<file path="src/rtl/osd_dec_pkg.sv">
package osd_dec_pkg;

    // Bit 7 of an address byte selects row (1) or column (0)
    localparam int KIND_BIT  = 7;
    // Bit 6 of a column byte selects the burst format
    localparam int BURST_BIT = 6;

    typedef enum logic [2:0] {
        ST_ROW   = 3'd0,
        ST_COL   = 3'd1,
        ST_INFO  = 3'd2,
        ST_NEXT  = 3'd3,
        ST_BURST = 3'd4
    } dec_state_e;

endpackage

</file>
<file path="src/rtl/osd_ptr.sv">
module osd_ptr #(
    parameter int ROW_W  = 4,
    parameter int COL_W  = 5,
    parameter int DATA_W = 8
) (
    input  logic              clk,
    input  logic              rst_n,
    input  logic              ld_row,
    input  logic              ld_col,
    input  logic              adv,
    input  logic [DATA_W-1:0] din,
    output logic [ROW_W-1:0]  row,
    output logic [COL_W-1:0]  col
);

    localparam logic [COL_W-1:0] COL_LAST = '1;

    always_ff @(posedge clk or negedge rst_n) begin
        if (!rst_n) begin
            row <= '0;
            col <= '0;
        end else begin
            if (ld_row) begin
                row <= din[ROW_W-1:0];
            end
            if (ld_col) begin
                col <= din[COL_W-1:0];
            end
            if (adv) begin
                if (col == COL_LAST) begin
                    col <= '0;
                    row <= row + 1'b1;
                end else begin
                    col <= col + 1'b1;
                end
            end
        end
    end

    AST_COL_STEP: assert property (@(posedge clk) disable iff (!rst_n)
        (adv && !ld_col && !ld_row && col != COL_LAST) |=> (col == $past(col) + 1'b1) && (row == $past(row)));

    AST_COL_WRAP: assert property (@(posedge clk) disable iff (!rst_n)
        (adv && !ld_col && !ld_row && col == COL_LAST) |=> (col == '0) && (row == $past(row) + 1'b1));

endmodule

</file>
<file path="src/rtl/osd_wr_port.sv">
module osd_wr_port #(
    parameter int ROW_W  = 4,
    parameter int COL_W  = 5,
    parameter int DATA_W = 8
) (
    input  logic              clk,
    input  logic              rst_n,
    input  logic              wr_req,
    input  logic [ROW_W-1:0]  row,
    input  logic [COL_W-1:0]  col,
    input  logic [DATA_W-1:0] data,
    output logic              wr_en,
    output logic [ROW_W-1:0]  wr_row,
    output logic [COL_W-1:0]  wr_col,
    output logic [DATA_W-1:0] wr_data
);

    always_ff @(posedge clk or negedge rst_n) begin
        if (!rst_n) begin
            wr_en   <= 1'b0;
            wr_row  <= '0;
            wr_col  <= '0;
            wr_data <= '0;
        end else begin
            wr_en <= wr_req;
            if (wr_req) begin
                wr_row  <= row;
                wr_col  <= col;
                wr_data <= data;
            end
        end
    end

    AST_WR_PULSE_FIELDS: assert property (@(posedge clk) disable iff (!rst_n)
        wr_req |=> wr_en && (wr_data == $past(data)));

endmodule

</file>
<file path="src/rtl/osd_pkt_decoder.sv">
module osd_pkt_decoder
    import osd_dec_pkg::*;
#(
    parameter int ROW_W  = 4,
    parameter int COL_W  = 5,
    parameter int DATA_W = 8
) (
    input  logic              clk,
    input  logic              rst_n,
    input  logic              byte_vld,
    input  logic [DATA_W-1:0] byte_data,
    input  logic              start_evt,
    input  logic              stop_evt,
    output logic              wr_en,
    output logic [ROW_W-1:0]  wr_row,
    output logic [COL_W-1:0]  wr_col,
    output logic [DATA_W-1:0] wr_data
);

    dec_state_e       st, st_nxt;
    logic             evt;
    logic             is_row, is_burst;
    logic             ld_row, ld_col, wr_req, adv;
    logic [ROW_W-1:0] cur_row;
    logic [COL_W-1:0] cur_col;

    assign evt      = start_evt | stop_evt;
    assign is_row   = byte_data[KIND_BIT];
    assign is_burst = byte_data[BURST_BIT];

    // State register
    always_ff @(posedge clk or negedge rst_n) begin
        if (!rst_n) begin
            st <= ST_ROW;
        end else begin
            st <= st_nxt;
        end
    end

    // Next state
    always_comb begin
        st_nxt = st;
        if (evt) begin
            st_nxt = ST_ROW;
        end else if (byte_vld) begin
            unique case (st)
                ST_ROW:   if (is_row) st_nxt = ST_COL;
                ST_COL,
                ST_NEXT:  begin
                    if (is_row)        st_nxt = ST_COL;
                    else if (is_burst) st_nxt = ST_BURST;
                    else               st_nxt = ST_INFO;
                end
                ST_INFO:  st_nxt = ST_NEXT;
                ST_BURST: st_nxt = ST_BURST;
                default:  st_nxt = ST_ROW;
            endcase
        end
    end

    // Control outputs
    always_comb begin
        ld_row = 1'b0;
        ld_col = 1'b0;
        wr_req = 1'b0;
        adv    = 1'b0;
        if (byte_vld && !evt) begin
            unique case (st)
                ST_ROW:   ld_row = is_row;
                ST_COL,
                ST_NEXT:  begin
                    ld_row = is_row;
                    ld_col = !is_row;
                end
                ST_INFO:  wr_req = 1'b1;
                ST_BURST: begin
                    wr_req = 1'b1;
                    adv    = 1'b1;
                end
                default:  ;
            endcase
        end
    end

    osd_ptr #(.ROW_W(ROW_W), .COL_W(COL_W), .DATA_W(DATA_W)) u_ptr (
        .clk    (clk),
        .rst_n  (rst_n),
        .ld_row (ld_row),
        .ld_col (ld_col),
        .adv    (adv),
        .din    (byte_data),
        .row    (cur_row),
        .col    (cur_col)
    );

    osd_wr_port #(.ROW_W(ROW_W), .COL_W(COL_W), .DATA_W(DATA_W)) u_wr (
        .clk     (clk),
        .rst_n   (rst_n),
        .wr_req  (wr_req),
        .row     (cur_row),
        .col     (cur_col),
        .data    (byte_data),
        .wr_en   (wr_en),
        .wr_row  (wr_row),
        .wr_col  (wr_col),
        .wr_data (wr_data)
    );

    AST_EVT_DROPS_BYTE: assert property (@(posedge clk) disable iff (!rst_n)
        evt |=> !wr_en);

    AST_WR_NEEDS_BYTE: assert property (@(posedge clk) disable iff (!rst_n)
        wr_en |-> $past(byte_vld));

    AST_BURST_STICKY: assert property (@(posedge clk) disable iff (!rst_n)
        (st == ST_BURST && !evt) |=> (st == ST_BURST));

    AST_ROW_WAIT_SKIPS_COL: assert property (@(posedge clk) disable iff (!rst_n)
        (st == ST_ROW && byte_vld && !is_row && !evt) |=> (!wr_en && st == ST_ROW));

endmodule

</file>
<file path="config.mk">
export PLATFORM = sky130hd
export DESIGN_NAME = osd_pkt_decoder
export DESIGN_NICKNAME = d
export VERILOG_FILES = /design/src/rtl/osd_dec_pkg.sv /design/src/rtl/osd_ptr.sv /design/src/rtl/osd_wr_port.sv /design/src/rtl/osd_pkt_decoder.sv
export SDC_FILE = /design/constraint.sdc
export NUM_CORES = 1
export LEC_CHECK = 0
export BUFFER_PORTS_ARGS = -buffer_cell sky130_fd_sc_hd__buf_4
export CAP_MARGIN = 20
export CORE_ASPECT_RATIO = 0.9
export CORE_MARGIN = 10
export CORE_UTILIZATION = 35
export DETAILED_ROUTE_END_ITERATION = 7
export GPL_ROUTABILITY_DRIVEN = 0
export GPL_TIMING_DRIVEN = 0
export HOLD_SLACK_MARGIN = 0.02
export PLACE_DENSITY_LB_ADDON = 0.15
export SLEW_MARGIN = 20
export SYNTH_ARGS = -nofsm -noshare
export SYNTH_HDL_FRONTEND = slang
export SYNTH_HIERARCHICAL = 1
export SYNTH_SLANG_ARGS = --single-unit
</file>
<file path="constraint.sdc">
create_clock -name clk -period 2.1 [get_ports clk]
set_input_delay 0.42 -clock clk [delete_from_list [all_inputs] [get_ports clk]]
set_output_delay 0.42 -clock clk [all_outputs]
set_load 0.02 [all_outputs]
</file>
==> impl_metrics.yaml <==
sta:
  slew_viol_final: 0
  finalHoldViolations: 0
  min_period_over_period: 0.954
  rsz0062_at_grt: "false"
  finalSetupViolCount: 0
  fin_worst_skew_ns: 0.00745
  min_period_ns: 2.00
  worstMarginPinSlew_ns: 0.456
  whs_ns: 0.0600
  max_freq_mhz: 499
  slew_headroom: 0.695
setup_path:
  regToRegEndpoint: "u_ptr/row[2]"
  regToRegSetupSlack_ns: 0.1
  endpoint_kind: "flop"
  crit_type: "reg -> reg"
  reg2reg_from: "st[2]"
  start_kind: "flop"
  crit_path_start: "st[2]"
  crit_family: "simple AND/OR/NAND/NOR gates"
  critPathRequiredTime_ns: 2.25
  crit_slowest_cell: "or4b_4"
  critPathMaxFanout: 5
  critPathBufInv: 0
  worstPathArrival_ns: 2.15
  reg2reg_depth: 5
  critPathMaxStageDelay_ns: 0.61
  crit_end: "u_ptr/row[2]"
  critical_path.cell_chain: "or4b_4 > nor3b_4 > a21boi_2 > a31oi_1 > a221o_1"
  worst-path-stages: 5
clock_network:
  clk_pin_slew_worst_paths_ns: 0.06
  cts_tree: "built"
  cts_buffers: 5
  ctsHoldBuffers: 0
  cts_sinks: 30
  htreeDepth: 2
  clock_latency_ns: 0.28
  clock_path_buffers: 2
  cts_root_buf: "clkbuf_8"
logic_synthesis:
  yosysWarnings: 6
  avgSynthCellArea_um2: 13.5
  ys_seq_area_frac: 0.520
  ys_async_sr_fraction: 1.00
  netlist_area_mm2: 0.00144
  synth_seq_cells: 30
  synth.distinct_cells: 33
  postSynthCellCount: 107
  syn_nets: 124
  synth_top_area_share: 0.520
  synth_enable_flop_cells: 0
  yosys.area.top_type: "dfrtp_1"
  ys.flop_type: "dfrtp_1"
  ys_top_cells_by_area: "dfrtp_1 52%, mux2_4 10%, mux2_2 6.2%"
power_and_ir_drop:
  p_total_uw: 1240
  ir_drop_uv: 418
  power_density_mw_per_mm2: 669
  p_leak_uw: 0.000890
global_routing:
  overflow: 0
  antenna_found_initial: 0
  grt_pass1_vias: 1035
  grt.total_usage: 0.0930
  grt_max_degree: 31
  grt_pass1_wl_mm: 5.09
drt:
  drc: 0
  wl_per_cell_um: 15.9
  dr.pass1.iters: 4
  ant_nets: 0
  num_vias: 952
  totalWireLength_mm: 3.09
  drt_iter0_drc: 48
  viasPerCell: 4.91
die:
  die_y_um: 80.9
  core_mm2: 0.00402
  die_x_um: 87.7
  dieArea_mm2: 0.00710
  rows: 22
  io_pins: 31
  start_util: 0.359
cells_and_area:
  drive_gt1_frac: 0.452
  layout.nets: 164
  num-fill-cells: 384
  diodes: 0
  syn2layout_area_growth_pct: 28.2
  fin_area_mm2: 0.00185
  seqCellArea_um2: 751
  multi_input_area_um2: 659
status:
  status: "finished, final reports clean"
job:
  maxCapViolCount: 0
place:
  postPlaceCellArea_mm2: 0.00173
  io_buffers: 30
  hpwlAfterDp_mm: 2.26
min_path:
  hp-class: "in -> async"
-- how the worst min path moves through the flow --
stage,to,cells after the start
final,u_wr/wr_col[1],1
after global placement,u_wr/wr_data[5],1
after CTS,u_wr/wr_col[1],1
after detailed placement,u_wr/wr_col[1],1
after global routing,u_wr/wr_col[1],1
after floorplan,st[0],0
-- layout make-up --
type / count / share of cell area
buffer: 4 / 0.0236
timing repair buffer: 33 / 0.134
tap: 48 / 0.0324
sequential: 30 / 0.405
inverter: 2 / 0.00405
clock buffer: 6 / 0.0446
multi-input combinational: 71 / 0.356
-- logic make-up after synthesis --
logic type	share of synthesized area
flops	0.520
mux	0.208
simple gates	0.0971
compound gates	0.0806
buf+inv	0.0355
xor+xnor	0.0243
fa+ha+maj	0.0347
-- sequential cells by signal, indices dropped and copies added, names as in the netlist --
register,count
st,3
u_wr/wr_col,5
u_ptr/col,5
u_wr/wr_en,1
u_wr/wr_data,8
u_wr/wr_row,4
u_ptr/row,4
-- timing repair --
action	in CTS	in global routing
pin swaps	0	1
setup endpoints to repair	3	1
gates resized for setup	2	1
buffers inserted	0	3
-- per-stage QoR --
step	TNS [ns]	setup WS, ns	cells	utilization
floorplan	0	0.0229	107	-
global placement	-0.732	-0.310	185	0.430
finish	0	0.0966	194	0.461
CTS	0	0.00732	191	0.454
detailed placement	-0.913	-0.336	185	0.430
global route	0	0.00484	194	0.461
-- cell usage after synthesis, types with 2 or more instances --
| cell | n |
|---|---|
| inv_1 | 2 |
| mux2_2 | 8 |
| ha_1 | 4 |
| a31oi_1 | 2 |
| o22ai_1 | 3 |
| nand2_1 | 5 |
| dfrtp_1 | 30 |
| o21ai_0 | 6 |
| a32o_1 | 2 |
| nor3b_1 | 2 |
| nor2_1 | 4 |
| xnor2_1 | 2 |
| mux2i_1 | 6 |
| mux2_4 | 10 |
| nand3_1 | 2 |
| xor2_1 | 2 |
-- routing by layer --
metal / share of wire / GRT usage / up-vias
li1: - / - / 469
met1: 0.47 / 0.113 / 456
met2: 0.45 / 0.139 / 25
met3: 0.072 / 0.0470 / 2
met4: 0.0071 / 0.0334 / 0
met5: 0 / 0 / -
-- where the power goes --
part           switching (uW)  internal, uW
Combinational            66.1          76.0
Sequential               35.9           613
Clock                     195           252
Total                     297           941
-- cells in the final DEF, fill, tap and decap left out, types with 2 or more instances in the layout --
cell,n
a31oi_1,2
xor2_1,2
inv_1,2
dfrtp_1,30
mux2_2,8
buf_4,34
mux2_4,10
nor2_1,4
a32o_1,2
nor3b_4,2
nand2_1,5
o22ai_1,3
nand3_1,2
xnor2_1,2
mux2i_1,6
o21ai_0,6
clkbuf_8,6
ha_1,4
(Power assumes the default switching activity.)
